**src/rtl/scanline_irq.sv**
```systemverilog
module scanline_irq #(
  parameter int CNT_W   = 8,
  parameter int LOW_MIN = 3
) (
  input  logic             clk,
  input  logic             rst_n,
  input  logic             cpu_wr,
  input  logic [15:13]     cpu_addr_hi,
  input  logic             cpu_addr_lsb,
  input  logic [CNT_W-1:0] cpu_data,
  input  logic             a12,
  output logic             irq_n
);
  localparam int LW = $clog2(LOW_MIN + 1);

  logic [LW-1:0]    low_cnt;
  logic [CNT_W-1:0] latch_q, cnt_q, cnt_nx;
  logic             refill_q, en_q, pend_q;

  wire in_win    = cpu_wr & cpu_addr_hi[15] & cpu_addr_hi[14];
  wire wr_latch  = in_win & ~cpu_addr_hi[13] & ~cpu_addr_lsb;
  wire wr_refill = in_win & ~cpu_addr_hi[13] &  cpu_addr_lsb;
  wire wr_off    = in_win &  cpu_addr_hi[13] & ~cpu_addr_lsb;
  wire wr_on     = in_win &  cpu_addr_hi[13] &  cpu_addr_lsb;

  wire tick = a12 && (low_cnt >= LW'(LOW_MIN));

  always_ff @(posedge clk) begin
    if (!rst_n)                        low_cnt <= '0;
    else if (a12)                      low_cnt <= '0;
    else if (low_cnt != LW'(LOW_MIN))  low_cnt <= low_cnt + 1'b1;
  end

  assign cnt_nx = (cnt_q == '0 || refill_q) ? latch_q : cnt_q - 1'b1;

  always_ff @(posedge clk) begin
    if (!rst_n) begin
      latch_q  <= '0;
      cnt_q    <= '0;
      refill_q <= 1'b0;
      en_q     <= 1'b0;
      pend_q   <= 1'b0;
    end else begin
      if (wr_latch) latch_q <= cpu_data;
      if (tick)     cnt_q   <= cnt_nx;
      if (wr_refill)   refill_q <= 1'b1;
      else if (tick)   refill_q <= 1'b0;
      if (wr_off)      en_q <= 1'b0;
      else if (wr_on)  en_q <= 1'b1;
      if (wr_off)                               pend_q <= 1'b0;
      else if (tick && cnt_nx == '0 && en_q)    pend_q <= 1'b1;
    end
  end

  assign irq_n = ~pend_q;

  // held until acknowledged
  a_r6_irq_held: assert property (@(posedge clk) disable iff (!rst_n)
    (!irq_n && !wr_off) |=> !irq_n);

  // acknowledge releases the line
  a_r7_ack_release: assert property (@(posedge clk) disable iff (!rst_n)
    wr_off |=> irq_n);

  // no interrupt while disabled
  a_r7_quiet_when_off: assert property (@(posedge clk) disable iff (!rst_n)
    (irq_n && !en_q) |=> irq_n);

  // assertion only follows a scanline step
  a_r5_fall_on_step: assert property (@(posedge clk) disable iff (!rst_n)
    $fell(irq_n) |-> $past(tick));

  // a step needs a low-to-high transition of a12
  a_r9_edge_only: assert property (@(posedge clk) disable iff (!rst_n)
    tick |-> !$past(a12));

  // latch writes never move the counter on their own
  a_r3_latch_isolated: assert property (@(posedge clk) disable iff (!rst_n)
    (wr_latch && !tick) |=> $stable(cnt_q));
endmodule

```
**config.mk**
```make
export PLATFORM = sky130hd
export DESIGN_NAME = scanline_irq
export DESIGN_NICKNAME = d
export VERILOG_FILES = /design/src/rtl/scanline_irq.sv
export SDC_FILE = /design/constraint.sdc
export NUM_CORES = 1
export LEC_CHECK = 0
export BUFFER_PORTS_ARGS = -buffer_cell sky130_fd_sc_hd__buf_2
export CORE_ASPECT_RATIO = 1.1
export CORE_MARGIN = 5
export CORE_UTILIZATION = 59
export CTS_BUF_LIST = sky130_fd_sc_hd__clkbuf_8
export DETAILED_ROUTE_END_ITERATION = 8
export PLACE_DENSITY = 0.82
export SLEW_MARGIN = 10
export SYNTH_ARGS = -nofsm -noshare
export SYNTH_HDL_FRONTEND = slang
export SYNTH_SLANG_ARGS = --single-unit
```
**constraint.sdc**
```tcl
create_clock -name clk -period 4.5 [get_ports clk]
set_clock_uncertainty 0.2 [all_clocks]
set_input_delay 0 -clock clk [delete_from_list [all_inputs] [get_ports clk]]
set_output_delay 0 -clock clk [all_outputs]
set_load 0.01 [all_outputs]
```
; After elaboration in Yosys (flattened, before gate mapping)
; Index checks and enable logic that the tools add are counted.
; W data, S select, Z words.
[classes]
add_sub_neg = 2
magnitude_cmp = 1
eq_ne = 1
mux = 3
n_bitwise = 12
n_reduce_logical = 9
[ops]
columns = operator, n
row1 = $logic_not A8 Y1, 2
row2 = $and A1 B1 Y1, 8
row3 = $mux W8, 1
row4 = $sub A8 B1 Y8 const B, 1
row5 = $not A1 Y1, 4
row6 = $reduce_or A2 Y1, 2
row7 = $logic_and A1 B1 Y1, 3
row8 = $add A2 B1 Y2 const B, 1
row9 = $ge A2 B2 Y1 const B, 1
row10 = $mux W1, 2
row11 = $ne A2 B2 Y1 const B, 1
row12 = $reduce_bool A2 Y1, 1
row13 = $logic_or A1 B1 Y1, 1
[word_totals]
ff_bits = 21
out_inout_bits = 1

; Depth between registers and ports, before layout
[logic_depth]
depth_word = 6
mapped_depth = 8
mapped_depth_nobuf = 7

; Worst setup path before layout
; Ideal clock, no wire load.
[synth_timing]
path_kind = flip-flop to flip-flop
from = reg cnt_q[0]
to = reg pend_q
setup_time_ns = 0.136
arrival_ns = 1.668
t_required_ns = 4.164
path_slack_ns = 2.496
path_stages_with_launch = 8
path_buffers = 0
period_less_slack_ns = 2.004
path_cell_list = dfxtp_1 -> inv_1 -> ha_1 -> nor3b_1 -> a21o_2 -> a2111oi_0 -> or2_1 -> o32ai_2
[synth_between]
elab_chain_len = 6
word_cells_on_any_way = 7
cone_classes = 1 x add/sub / 1 x mux / 5 x reduce/logical
[synth_rtl]
columns = element, line
row1 = from (decl), 17  ; logic [CNT_W-1:0] latch_q, cnt_q, cnt_nx;
row2 = from (signal assigned), 45  ; if (tick) cnt_q <= cnt_nx;
row3 = "parallel branches: the longest is 2 deep, another holds $sub A8 B1 Y8", -
row4 = $mux W8 (*), 34  ; assign cnt_nx = (cnt_q == '0 || refill_q) ? latch_q : cnt_q - 1'b1;
row5 = $logic_not A8 Y1 (*), 51  ; else if (tick && cnt_nx == '0 && en_q) pend_q <= 1'b1;
row6 = $logic_and A1 B1 Y1 (*) (2 in series), 51
row7 = to (signal assigned), 42  ; pend_q <= 1'b0;
row8 = to (signal assigned), 50  ; if (wr_off) pend_q <= 1'b0;
row9 = to (signal assigned), 51
row10 = to (decl), 18  ; logic refill_q, en_q, pend_q;
; Mark *: on every way between the ends.
; A chain may end at the register's enable or synchronous reset.

; Worst setup path after layout
[layout_timing]
from = in cpu_addr_hi[15] (netlist bit)
to = reg latch_q[6]
[layout_between]
elab_chain_len = 4
[layout_rtl]
columns = element, line
row1 = from (decl), 8  ; input logic [15:13] cpu_addr_hi,
row2 = $and A1 B1 Y1 (2 in series), 20  ; wire in_win = cpu_wr & cpu_addr_hi[15] & cpu_addr_hi[14];
row3 = $and A1 B1 Y1 (2 in series), 21  ; wire wr_latch = in_win & ~cpu_addr_hi[13] & ~cpu_addr_lsb;
row4 = to (signal assigned), 44  ; if (wr_latch) latch_q <= cpu_data;
row5 = to (decl), 17
; Every way passes these cells.

==> flow_metrics.env <==
export IMPL_status="complete, no violations"
export IMPL_cts_root_buf="clkbuf_8"
export IMPL_drc_errors=0
export IMPL_coreArea_sq_um=1800
export IMPL_io_pins=17
export IMPL_firstDrtPassIters=4
export IMPL_crit_family="buffers and inverters"
export IMPL_yosysMostFrequentCell="dfxtp_1"
export IMPL_fp_row_count=16
export IMPL_hold_violations=0
export IMPL_track_usage=0.217
export IMPL_yosysTopAreaCell="dfxtp_1"
export IMPL_cp_max_fo=8
export IMPL_rsz0062_at_grt="false"
export IMPL_clockBufferDepth=2
export IMPL_place_area_sq_um=1210
export IMPL_dieArea_sq_um=2890
export IMPL_synth_top_area_frac=0.373
export IMPL_antenna_left=0
export IMPL_die_h_microns=55.9
export IMPL_crit_type="primary input to flop"
export IMPL_end_kind="flop"
export IMPL_htreeDepth=1
export IMPL_hold_buffers=16
export IMPL_crit_slowest_cell="nor3_2"
export IMPL_diodes=0
export IMPL_async_flop_share=0
export IMPL_max_vdd_ir_drop_uv=223
export IMPL_start_kind="primary input"
export IMPL_setup_viol=0
export IMPL_die_width_microns=51.7
export IMPL_p_leak_uw=0.000566
export IMPL_met2_usage=0.353
export IMPL_cts_sinks=21
export IMPL_synth_area_per_cell_sq_um=9.03
export IMPL_via_count=1050
export IMPL_grt_ovfl_total=0
export IMPL_cts_resized=0
export IMPL_tns_ns=0
export IMPL_clock_fmax_ghz=0.414
export IMPL_crit_chain="dlygate4sd3_1, buf_2, nand3_1, nor3_2, mux2i_1, nor2b_1, dlygate4sd3_1"
export IMPL_seq_area_frac_synth=0.373
export IMPL_hpwl_microns=1850
export IMPL_crit_required_ns=4.44
export IMPL_slew_limit_headroom=0.439
export IMPL_post_synth_num_cell_types=42
export IMPL_initial_core_util=0.626
export IMPL_yosysWarnings=0
export IMPL_met1_usage=0.277
export IMPL_synth_enable_flop_cells=0
export IMPL_min_period_over_period=0.537
export IMPL_clk_latency_ns=0.26
export IMPL_place_gp_congestion=0.898
export IMPL_grt_busiest_layer="met2"
export IMPL_synthCells=125
export IMPL_cp_slowest_stage_delay_ns=0.67
export IMPL_first_global_vias=1040
export IMPL_period_minus_slack_ns=2.42
export IMPL_power_density_nw_per_um2=243
export IMPL_use_met3=0.0268
export IMPL_synthTopCellsByArea="dfxtp_1, mux2i_1, nor2_1, ha_1, nand2_1"
export IMPL_drive_gt1_frac=0.178
export IMPL_whs_ns=0.0293
export IMPL_syn_num_nets=144
export IMPL_worst_slew_pin_slew_ns=0.837
export IMPL_cts_setup_buffers=0
export IMPL_netlist_area_sq_um=1130
export IMPL_arrival_ns=2.36
export IMPL_cts_tree="built"
export IMPL_ys_seq_elements=21
export IMPL_antenna_found_initial=0
export IMPL_synth_common_cells="dfxtp_1, nor2_1, mux2i_1"
export IMPL_drt_total_wl_microns=2900
export IMPL_maxCapViolCount=0
export IMPL_cts_buffers=3
export IMPL_grt_first_pass_wirelength_microns=4800
export IMPL_path_buf_inv=3
export IMPL_detail_route_vias_per_cell=6.00
export IMPL_drt_iter0_drc=37
export IMPL_clkSlewWorstSetupHoldPaths_ns=0.08
export IMPL_area_growth_syn_to_layout_pct=25.8
export IMPL_hold_class="primary input to flop"
export IMPL_final_max_slew_violation_count=0
export IMPL_detail_route_wl_per_cell_microns=16.6
export IMPL_numPortBuffers=16
export IMPL_stdcell_area_sq_um=1420
export IMPL_synthFlopType="dfxtp_1"
export IMPL_final_nets=177
export IMPL_cpMostUsedCell="dlygate4sd3_1"
export IMPL_grt_start_max_net_pins=14
-- stage by stage --
| stage | setup WS [ns] | utilization | instances | total power, uW |
|---|---|---|---|---|
| 6_report | 2.08 | 0.788 | 175 | 345 |
| 5_1_grt | 1.99 | 0.788 | 175 | 360 |
| 4_1_cts | 2.09 | 0.788 | 175 | 344 |
| 3_5_place_dp | 2.11 | 0.674 | 155 | 218 |
| 3_3_place_gp | 2.23 | 0.674 | 155 | 217 |
| 2_1_floorplan | 2.50 | - | 125 | 207 |
-- cell type report --
cell class	count	area [sq um]
clock buffers	3	41.3
clock inverters	1	3.75
fillers	116	382
inverters	6	22.5
multi-input cells	94	669
flip-flops and latches	21	420
well taps	18	22.5
repair buffers	32	240
-- report_power, final --
part | leakage [uW] | internal [uW] | switching (uW) | total [uW]
registers | 0.000170 | 188 | 2.13 | 190
logic | 0.000369 | 19.0 | 15.7 | 34.8
clock network | 0.0000269 | 60.8 | 59.2 | 120
-- worst register-to-register path: stages, from the launching register on --
cell and delay (ns):
dfxtp_1 0.38, inv_1 0.11, ha_1 0.21, nor3b_1 0.17, a21oi_2 0.47, mux2_4 0.35
or2_0 0.23, o32ai_2 0.21
-- cell usage in the layout, fill, tap and decap left out, types with 3 or more instances in the layout --
cell,synthesis,final
clkbuf_8,0,3
nand2_1,9,9
buf_2,1,16
dlygate4sd3_1,0,16
nor3_1,5,5
inv_1,6,7
ha_1,3,3
mux2i_1,11,11
a21oi_1,6,6
nor2b_1,3,3
dfxtp_1,21,21
nor2_1,14,14
xor2_1,3,3
o21ai_0,4,4
-- metal layers --
metal / up-vias / share of wire
li1: 514 / -
met1: 484 / 0.42
met2: 46 / 0.51
met3: 6 / 0.052
met4: 0 / 0.018
met5: - / 0
-- final timing paths --
| path | cells past startpoint | end | start | slack (ns) |
|---|---|---|---|---|
| worst max-delay path | 7 | latch_q[6] | cpu_addr_hi[15] | 2.08 |
| worst max register to register | 7 | pend_q | cnt_q[0] | 2.09 |
| worst min-delay path | 4 | latch_q[1] | cpu_addr_hi[13] | 0.03 |
| worst min register to register | 2 | pend_q | pend_q | 0.32 |
-- logic make-up (layout without fill, tap and decap cells) --
group           count (synthesis)  in the layout  synth area share
mux                            13             13             0.124
fa+ha+maj                       3              3            0.0333
buf+inv                        10             42            0.0344
simple gates                   51             51             0.258
compound gates                 24             24             0.154
flops                          21             21             0.373
xor+xnor                        3              3            0.0233
-- sequential cells by signal (all words and copies together) (netlist names) --
name / cells
cnt_q: 8
latch_q: 8
low_cnt: 2
en_q: 1
pend_q: 1
refill_q: 1
No activity file was read; power rests on OpenSTA's default activity.
